<file path="config.mk">
export PLATFORM = sky130hd
export DESIGN_NAME = io_port_decoder
export DESIGN_NICKNAME = d
export VERILOG_FILES = /design/src/rtl/io_dec_pkg.sv /design/src/rtl/io_win_regs.sv /design/src/rtl/io_win_match.sv /design/src/rtl/io_win_arb.sv /design/src/rtl/io_port_decoder.sv
export SDC_FILE = /design/constraint.sdc
export NUM_CORES = 1
export LEC_CHECK = 0
export BUFFER_PORTS_ARGS = -buffer_cell sky130_fd_sc_hd__buf_2
export CAP_MARGIN = 10
export CORE_MARGIN = 1.5
export CORE_UTILIZATION = 24
export DETAILED_ROUTE_END_ITERATION = 7
export MAX_ROUTING_LAYER = met4
export SYNTH_ARGS = -nofsm -noshare
export SYNTH_HDL_FRONTEND = slang
export SYNTH_SLANG_ARGS = --single-unit
</file>
<file path="constraint.sdc">
create_clock -name clk_i -period 7.7 [get_ports clk_i]
set_clock_uncertainty 0.1 [all_clocks]
set_input_delay 1.54 -clock clk_i [delete_from_list [all_inputs] [get_ports clk_i]]
set_output_delay 1.54 -clock clk_i [all_outputs]
set_load 0.01 [all_outputs]
</file>
<file path="src/rtl/io_dec_pkg.sv">
package io_dec_pkg;
  localparam int ADDR_W  = 25;
  localparam int PAGE_LO = 12;
  localparam int PAGE_W  = ADDR_W - PAGE_LO;
  localparam logic [31:0] BASE_MASK  = 32'h01FF_F033;
  localparam logic [31:0] LIMIT_MASK = 32'h01FF_F037;
  localparam logic [1:0]  LINK_RSVD  = 2'b11;

  typedef struct packed {
    logic              rd_en;
    logic              wr_en;
    logic              vga_en;
    logic              isa_en;
    logic [PAGE_W-1:0] lo_page;
    logic [PAGE_W-1:0] hi_page;
    logic [2:0]        node;
    logic [1:0]        link;
  } win_cfg_t;
endpackage

</file>
<file path="src/rtl/io_win_regs.sv">
module io_win_regs
  import io_dec_pkg::*;
#(
  parameter int NUM_WIN = 4,
  localparam int SEL_W = $clog2(NUM_WIN) + 1
) (
  input  logic             clk_i,
  input  logic             rst_ni,
  input  logic             we_i,
  input  logic [SEL_W-1:0] sel_i,
  input  logic [31:0]      wdata_i,
  output logic [31:0]      rdata_o,
  output win_cfg_t         cfg_o [NUM_WIN]
);
  logic [31:0] base_q  [NUM_WIN];
  logic [31:0] limit_q [NUM_WIN];

  for (genvar w = 0; w < NUM_WIN; w++) begin : g_win
    always_ff @(posedge clk_i or negedge rst_ni) begin
      if (!rst_ni) begin
        base_q[w]  <= '0;
        limit_q[w] <= '0;
      end else if (we_i && sel_i[SEL_W-1:1] == (SEL_W-1)'(w)) begin
        if (sel_i[0]) limit_q[w] <= wdata_i & LIMIT_MASK;
        else          base_q[w]  <= wdata_i & BASE_MASK;
      end
    end

    assign cfg_o[w].rd_en   = base_q[w][0];
    assign cfg_o[w].wr_en   = base_q[w][1];
    assign cfg_o[w].vga_en  = base_q[w][4];
    assign cfg_o[w].isa_en  = base_q[w][5];
    assign cfg_o[w].lo_page = base_q[w][ADDR_W-1:PAGE_LO];
    assign cfg_o[w].hi_page = limit_q[w][ADDR_W-1:PAGE_LO];
    assign cfg_o[w].node    = limit_q[w][2:0];
    assign cfg_o[w].link    = limit_q[w][5:4];
  end

  always_comb begin
    rdata_o = '0;
    for (int w = 0; w < NUM_WIN; w++) begin
      if (sel_i[SEL_W-1:1] == (SEL_W-1)'(w))
        rdata_o = sel_i[0] ? limit_q[w] : base_q[w];
    end
  end
endmodule

</file>
<file path="src/rtl/io_win_match.sv">
module io_win_match
  import io_dec_pkg::*;
(
  input  win_cfg_t          cfg_i,
  input  logic [ADDR_W-1:0] addr_i,
  input  logic              write_i,
  output logic              hit_o
);
  logic [PAGE_W-1:0] page;
  logic [9:0]        low10;
  logic              below_64k, vga_port, isa_alias, in_range, access_ok;

  assign page      = addr_i[ADDR_W-1:PAGE_LO];
  assign low10     = addr_i[9:0];
  assign below_64k = (addr_i[ADDR_W-1:16] == '0);
  assign vga_port  = cfg_i.vga_en && below_64k &&
                     ((low10 >= 10'h3B0 && low10 <= 10'h3BB) ||
                      (low10 >= 10'h3C0 && low10 <= 10'h3DF));
  // upper 768 bytes of each 1 KB block
  assign isa_alias = cfg_i.isa_en && below_64k && (addr_i[9:8] != 2'b00);
  assign in_range  = (page >= cfg_i.lo_page) && (page <= cfg_i.hi_page) && !isa_alias;
  assign access_ok = write_i ? cfg_i.wr_en : cfg_i.rd_en;
  assign hit_o     = access_ok && (cfg_i.link != LINK_RSVD) && (in_range || vga_port);
endmodule

</file>
<file path="src/rtl/io_win_arb.sv">
module io_win_arb #(
  parameter int NUM_WIN = 4,
  localparam int IDX_W = $clog2(NUM_WIN)
) (
  input  logic [NUM_WIN-1:0] hit_i,
  output logic               any_o,
  output logic [IDX_W-1:0]   idx_o
);
  assign any_o = |hit_i;

  always_comb begin
    idx_o = '0;
    for (int i = NUM_WIN - 1; i >= 0; i--) begin
      if (hit_i[i]) idx_o = IDX_W'(i);
    end
  end
endmodule

</file>
<file path="src/rtl/io_port_decoder.sv">
module io_port_decoder
  import io_dec_pkg::*;
#(
  parameter int NUM_WIN = 4,
  localparam int IDX_W = $clog2(NUM_WIN),
  localparam int SEL_W = IDX_W + 1
) (
  input  logic              clk_i,
  input  logic              rst_ni,
  input  logic              cfg_we_i,
  input  logic [SEL_W-1:0]  cfg_sel_i,
  input  logic [31:0]       cfg_wdata_i,
  output logic [31:0]       cfg_rdata_o,
  input  logic              req_valid_i,
  input  logic [ADDR_W-1:0] req_addr_i,
  input  logic              req_write_i,
  output logic              rsp_valid_o,
  output logic              rsp_hit_o,
  output logic              rsp_miss_o,
  output logic [IDX_W-1:0]  rsp_win_o,
  output logic [2:0]        rsp_node_o,
  output logic [1:0]        rsp_link_o
);
  win_cfg_t           cfg [NUM_WIN];
  logic [NUM_WIN-1:0] hit;
  logic               any_hit;
  logic [IDX_W-1:0]   win_idx;

  io_win_regs #(.NUM_WIN(NUM_WIN)) u_regs (
    .clk_i   (clk_i),
    .rst_ni  (rst_ni),
    .we_i    (cfg_we_i),
    .sel_i   (cfg_sel_i),
    .wdata_i (cfg_wdata_i),
    .rdata_o (cfg_rdata_o),
    .cfg_o   (cfg)
  );

  for (genvar w = 0; w < NUM_WIN; w++) begin : g_match
    io_win_match u_match (
      .cfg_i   (cfg[w]),
      .addr_i  (req_addr_i),
      .write_i (req_write_i),
      .hit_o   (hit[w])
    );
  end

  io_win_arb #(.NUM_WIN(NUM_WIN)) u_arb (
    .hit_i (hit),
    .any_o (any_hit),
    .idx_o (win_idx)
  );

  always_ff @(posedge clk_i or negedge rst_ni) begin
    if (!rst_ni) begin
      rsp_valid_o <= 1'b0;
      rsp_hit_o   <= 1'b0;
      rsp_miss_o  <= 1'b0;
      rsp_win_o   <= '0;
      rsp_node_o  <= '0;
      rsp_link_o  <= '0;
    end else begin
      rsp_valid_o <= req_valid_i;
      rsp_hit_o   <= req_valid_i && any_hit;
      rsp_miss_o  <= req_valid_i && !any_hit;
      rsp_win_o   <= (req_valid_i && any_hit) ? win_idx : '0;
      rsp_node_o  <= (req_valid_i && any_hit) ? cfg[win_idx].node : '0;
      rsp_link_o  <= (req_valid_i && any_hit) ? cfg[win_idx].link : '0;
    end
  end
endmodule

</file>
=== Word-level counts from Yosys, hierarchy flattened ===
Index checks and enable logic that the tools add are counted.
W data, S select, Z words.

* Logic and storage cells: 120
* Bits in registers: 150
* Bits of input ports: 65

* Mux-type cells: 22
* Equal/unequal tests: 7
* Bitwise gates (word level): 2
* $lt $le $gt $ge: 13
* Reduce and logical (&&, ||, !) cells: 62

{| class="wikitable"
|+ Operators by type and width
! operator !! number
|-
| $mux W32 || 4
|-
| $mux W25 || 4
|-
| $bmux W35 S2 || 1
|-
| $ge A13 B13 Y1 || 4
|-
| $le A13 B13 Y1 || 4
|-
| $logic_and A1 B1 Y1 || 40
|-
| $ge A10 B10 Y1 const B || 2
|-
| $le A10 B10 Y1 const B || 2
|-
| $reduce_and A2 Y1 || 8
|-
| $mux W2 || 6
|-
| $mux W5 || 2
|-
| $logic_not A9 Y1 || 1
|-
| $ne A2 B2 Y1 const B || 4
|-
| $logic_not A1 Y1 || 5
|-
| $logic_or A1 B1 Y1 || 5
|-
| $eq A2 B2 Y1 const B || 2
|-
| $mux W1 || 4
|-
| $reduce_or A4 Y1 || 1
|-
| $ge A3 B3 Y1 const B || 1
|-
| $mux W3 || 1
|-
| $not A2 Y3 || 1
|-
| $eq A2 B1 Y1 const B || 1
|-
| $logic_not A2 Y1 || 1
|-
| $reduce_bool A2 Y1 || 1
|-
| $not A1 Y1 || 1
|}

=== Logic depth before layout (Yosys ltp) ===
* Depth after elaboration: 16
* Mapped depth: 12
* Gate-level depth less buffers: 11

=== Modules after synthesis ===
From an unflattened synthesis, not the netlist that was laid out.

* Cells, all modules: 854
* Area, all modules: 9930.8 sq um

{| class="wikitable"
|+ By module, submodules not included
! module !! cells an instance !! times used !! area an instance (sq um) !! seq. area each (sq um)
|-
| io_win_regs || 387 || 1 || 6516.2 || 3503.4
|-
| io_win_match at g_match[0].u_match ... || 107 || 3 || 734.5 || 0.0
|-
| io_win_match at g_match[2].u_match || 107 || 1 || 747.0 || 0.0
|-
| io_port_decoder || 32 || 1 || 429.2 || 250.2
|-
| io_win_arb || 7 || 1 || 35.0 || 0.0
|}

=== Worst setup path before layout ===
Ideal clock, no wire load.

* Path kind: input to output
* Start: input port cfg_sel_i[0]
* End: output port cfg_rdata_o[12]
* Data arrival time: 3.129 ns
* Path buffers: 2
* Required time: 6.060 ns
* Stages: 4
* Path slack: 2.931 ns
* Path through: clkbuf_1 buf_1 mux4_2 mux2_2

* Cells in the longest elaborated chain, start to end: 5

{| class="wikitable"
|+ RTL lines
! what !! line !! source
|-
| from (decl) || io_port_decoder.sv:11 || <nowiki>input logic [SEL_W-1:0] cfg_sel_i,</nowiki>
|-
| $mux W25 || io_win_regs.sv:43 || <nowiki>rdata_o = sel_i[0] ? limit_q[w] : base_q[w];</nowiki>
|-
| $mux W32 (3 in a row) || io_win_regs.sv:42 || <nowiki>if (sel_i[SEL_W-1:1] == (SEL_W-1)'(w))</nowiki>
|-
| $mux W32 (*) || io_win_regs.sv:42 ||
|-
| to (decl) || io_port_decoder.sv:13 || <nowiki>output logic [31:0] cfg_rdata_o,</nowiki>
|}

Every way passes the cells marked *; elsewhere a longest branch is shown, timed or not.

=== Worst setup path after layout ===
* Start: input port req_addr_i[12]
* End: register rsp_link_o[1]

* Cells in the longest elaborated chain, start to end: 14

{| class="wikitable"
|+ RTL lines
! what !! line !! source
|-
| from (decl) || io_port_decoder.sv:15 || <nowiki>input logic [ADDR_W-1:0] req_addr_i,</nowiki>
|-
| $ge A13 B13 Y1 or $le A13 B13 Y1 (tied branches) || io_win_match.sv:21 || <nowiki>assign in_range = (page >= cfg_i.lo_page) && (page <= cfg_i.hi_page) && !isa_alias;</nowiki>
|-
| $logic_and A1 B1 Y1 (2 in a row) || io_win_match.sv:21 ||
|-
| $logic_or A1 B1 Y1 || io_win_match.sv:23 || <nowiki>assign hit_o = access_ok && (cfg_i.link != LINK_RSVD) && (in_range || vga_port);</nowiki>
|-
| $logic_and A1 B1 Y1 || io_win_match.sv:23 ||
|-
| $mux W2 (4 in a row) || io_win_arb.sv:14 || <nowiki>if (hit_i[i]) idx_o = IDX_W'(i);</nowiki>
|-
| $not A2 Y3 (not written as such) || io_port_decoder.sv:68 || <nowiki>rsp_link_o <= (req_valid_i && any_hit) ? cfg[win_idx].link : '0;</nowiki>
|-
| $bmux W35 S2 || io_port_decoder.sv:68 ||
|-
| $mux W5 (not written as such) (2 in a row) || io_port_decoder.sv:68 ||
|-
| $mux W2 (*) || io_port_decoder.sv:68 ||
|-
| to (signal assigned) || io_port_decoder.sv:68 ||
|-
| to (decl) || io_port_decoder.sv:22 || <nowiki>output logic [1:0] rsp_link_o</nowiki>
|}

Every way passes the cells marked *; elsewhere a longest branch is shown, timed or not. The select of a mux whose other input is x is not followed.
A chain may end at the register's enable or synchronous reset.

==> impl_table.tex <==
\begin{tabular}{lr}
\hline
Metric & Value \\
\hline
\multicolumn{2}{l}{\textbf{Worst setup path}} \\
FF-to-FF Start & u\_regs.cfg\_o[18] \\
Reg-to-reg endpoint & rsp\_link\_o[1] \\
Critical Path AT & 5070 ps \\
Data required time of the critical path & 7860 ps \\
Depth of the most critical reg-to-reg path & 10 \\
Crit path capture type & flop \\
WS Path Type & primary input to flop \\
Critical path launch point type & primary input \\
Slack of the worst reg-to-reg path & 3800 ps \\
CP Max Fanout & 10 \\
\multicolumn{2}{l}{\textbf{Route}} \\
Post-Route WL & 26,300 um \\
DRT antenna net count & 0 \\
Average detailed-routed wire length per instance & 18.0 um \\
Number of vias after detailed routing & around 6,800 \\
Number of DRC violations after detailed-routing iteration 0 & 439 \\
Number of detailed-route iterations in the first pass & 6 \\
Post-DR vias/cell & between 4 and 5 \\
DRC violations left & 0 \\
\multicolumn{2}{l}{\textbf{Yosys}} \\
Synth Area per Inst & 11.0 um\^{}2 \\
Dominant register cell in the synthesized netlist & dfrtp\_1 \\
Area share of the largest cell type after synthesis & 0.397 \\
Cell type with the largest total area after synthesis & dfrtp\_1 \\
Total standard cell area after synthesis & 0.00945 mm\^{}2 \\
Share of synthesized registers carrying an async set or reset & 1.00 \\
Register bit total from synthesis & 150 \\
Number of enable flip-flop cells after synthesis & 0 \\
Share of the yosys chip area belonging to registers & 0.397 \\
Most repeated cell in the gate-level netlist after synthesis & dfrtp\_1 \\
Synth Warn \# & 0 \\
Area contributors post-synth & dfrtp\_1 40\%, ha\_1 14\%, mux2\_2 13\%, mux4\_2 8.3\%, inv\_1 4.1\% \\
Leading cell types by count after synthesis & 150 x dfrtp\_1, 108 x mux2\_2, 104 x ha\_1, 104 x inv\_1, 72 x nand2\_1 \\
Cells after Synth & 860 \\
Cell variety after synth & between 50 and 60 \\
\multicolumn{2}{l}{\textbf{Clocking}} \\
Number of levels the H-tree was split into & 4 \\
TritonCTS Sinks & 150 \\
Clock transition at the registers of the reported paths & $\sim$60 ps \\
Worst-Skew Late Latency & 440 ps \\
Root Buffer & clkbuf\_16 \\
Number of gates resized after CTS & 0 \\
Cts bufs inserted & 17 \\
Clock buffer depth & 2 \\
Number of buffers added to fix hold violations after cts & 0 \\
Buffers inserted during post-CTS setup optimization & 0 \\
CTS tree & yes \\
\multicolumn{2}{l}{\textbf{Global route}} \\
Combined global-route utilization of all metal layers & 0.138 \\
Via count of the first global-routing pass & 6,917 \\
First-pass GRT wire length & 41,800 um \\
Number of antenna violations at the first check in global routing & 0 \\
Maximum number of pins on one net before global-route repair & around 90 \\
Sum of overflow across all layers after global routing & 0 \\
\multicolumn{2}{l}{\textbf{Placed design}} \\
PortBufs & 74 \\
Final weighted congestion in routability-driven placement & roughly 0.83 \\
Post-place instance area & 0.0104 mm\^{}2 \\
Placed wire-length estimate & 19,100 um \\
\multicolumn{2}{l}{\textbf{Floorplan}} \\
Number of rows created at floorplan & 72 \\
Initial Utilization & 0.244 \\
Floorplan die area & 0.0406 mm\^{}2 \\
Die X-Extent & 201 um \\
Number of top-level pins & 107 \\
Core area & 0.0387 mm\^{}2 \\
Die Y & 201 um \\
\multicolumn{2}{l}{\textbf{STA}} \\
Unrepaired setup endpoints after global routing & no \\
Number of endpoints with negative hold slack in the final report & 0 \\
Fin. max-slew vios & 0 \\
Final setup violation count & 0 \\
Ratio of final minimum period to clock period & 0.638 \\
Highest clock frequency the design can meet & 0.204 GHz \\
Shortest period the worst path allows & 4910 ps \\
Slew HR & 0.216 \\
Sum of negative setup slack & 0 ps \\
Actual slew at the worst max-slew pin & 1170 ps \\
\multicolumn{2}{l}{\textbf{Pwr}} \\
Part of the power in registers & 0.383 \\
Fraction of power spent switching nets & 0.323 \\
Total chip power & 2.83 mW \\
Leak pwr & 5.06 nW \\
Highest ir drop seen on vdd & 0.150 mV \\
Cell Pwr Density & 256 mW/mm\^{}2 \\
Clock share of power & 0.324 \\
Int Pwr & 1.91 mW \\
Net load switching power & $\sim$910 uW \\
Combinational Power Share & 0.293 \\
\multicolumn{2}{l}{\textbf{Min path}} \\
Hold Path Cell Cnt & 1 \\
Hold Startpoint & u\_regs.cfg\_o[22] \\
WHS Endpoint & u\_regs.cfg\_o[22] \\
Hold WC Path Type & flop to flop \\
\multicolumn{2}{l}{\textbf{Finish}} \\
Final instance area & 0.0110 mm\^{}2 \\
Proportion of layout cells with a drive suffix above 1 & 0.285 \\
Total inserted antenna cells & 0 \\
Number of nets at the end of the flow & 1,102 \\
Layout overhead on the synthesized area & 16.9\% \\
\multicolumn{2}{l}{\textbf{Flow run}} \\
Number of max-cap violations & 0 \\
\multicolumn{2}{l}{\textbf{Status}} \\
Status & finished clean \\
\hline
\end{tabular}
## metrics by stage
step | utilization | hold slack (ps) | worst slack (ps) | instances
floorplan | - | 396 | 2930 | 873
global placement | 0.269 | 407 | 2330 | 1432
detailed placement | 0.269 | 415 | 2310 | 1432
CTS | 0.285 | 430 | 2740 | 1464
global route | 0.285 | 456 | 2620 | 1464
finish | 0.285 | 426 | 2790 | 1464
## per-layer routing
metal  GRT usage  vias to the layer above  wire length [um]  part of all wire
met4      0.0357                        0               355             0.013
li1            -                     3212                 -                 -
met3      0.0225                       21               948             0.036
met2       0.222                      124             12800              0.49
met5           -                        -                 0                 0
met1       0.181                     3432             12200              0.46
## final cells by class
cell class / instances / area [um^2]
multi-input cells: 574 / 5150
flip-flops and latches: 150 / 3750
fillers: 4051 / 27700
clock inverters: 13 / 194
well taps: 518 / 648
repair buffers: 86 / 467
inverters: 104 / 390
clock buffers: 19 / 443
## power groups by stage
stage | Combinational (mW) | Sequential [mW] | Clock (mW)
CTS | 0.840 | 1.08 | 0.931
global placement | 0.813 | 1.09 | 0
global route | 0.930 | 1.11 | 0.967
finish | 0.828 | 1.08 | 0.918
floorplan | 0.586 | 1.05 | 0
detailed placement | 0.835 | 1.10 | 0
## critical path: stages
cell      delay, ps
buf_2            70
inv_1           180
ha_1            340
nand2b_1        100
a31oi_1         110
o21ai_0         390
a211oi_1        220
nor4_1          580
a311oi_1        200
nor3_2          930
mux2i_1         270
o22ai_1         120
## worst max-delay path by stage
stage	start	to	slack [ps]	depth (start not counted)
after floorplan	cfg_sel_i[0]	cfg_rdata_o[12]	2930	4
after global placement	req_addr_i[12]	rsp_link_o[1]	2330	12
after detailed placement	req_addr_i[12]	rsp_link_o[1]	2310	12
after CTS	req_addr_i[12]	rsp_link_o[1]	2740	12
after global routing	req_addr_i[12]	rsp_link_o[1]	2620	12
final	req_addr_i[12]	rsp_link_o[1]	2790	12
## cell families (layout without fill, tap and decap cells)
group / Yosys count / after routing / share of synthesized area
mux: 158 / 158 / 0.228
compound gates: 151 / 151 / 0.0961
flops: 150 / 150 / 0.397
buf+inv: 149 / 222 / 0.0658
simple gates: 147 / 147 / 0.0752
fa+ha+maj: 104 / 104 / 0.138
other cells: 1 / 14 / 0.000397
## flip-flops by register name, indices dropped and copies added (netlist names)
| register | cells |
|---|---|
| rsp_hit_o | 1 |
| rsp_link_o | 2 |
| rsp_miss_o | 1 |
| rsp_node_o | 3 |
| rsp_valid_o | 1 |
| rsp_win_o | 2 |
| u_regs.cfg_o | 140 |
## cells in the final DEF, fill, tap and decap left out, types with 15 or more instances in the layout
master,count
a21oi_1,41
buf_2,73
clkbuf_16,17
dfrtp_1,150
ha_1,104
inv_1,104
mux2_2,108
mux2i_1,15
mux4_2,35
nand2_1,72
o21ai_0,58
Note: power is estimated with default switching activity, not from simulation.
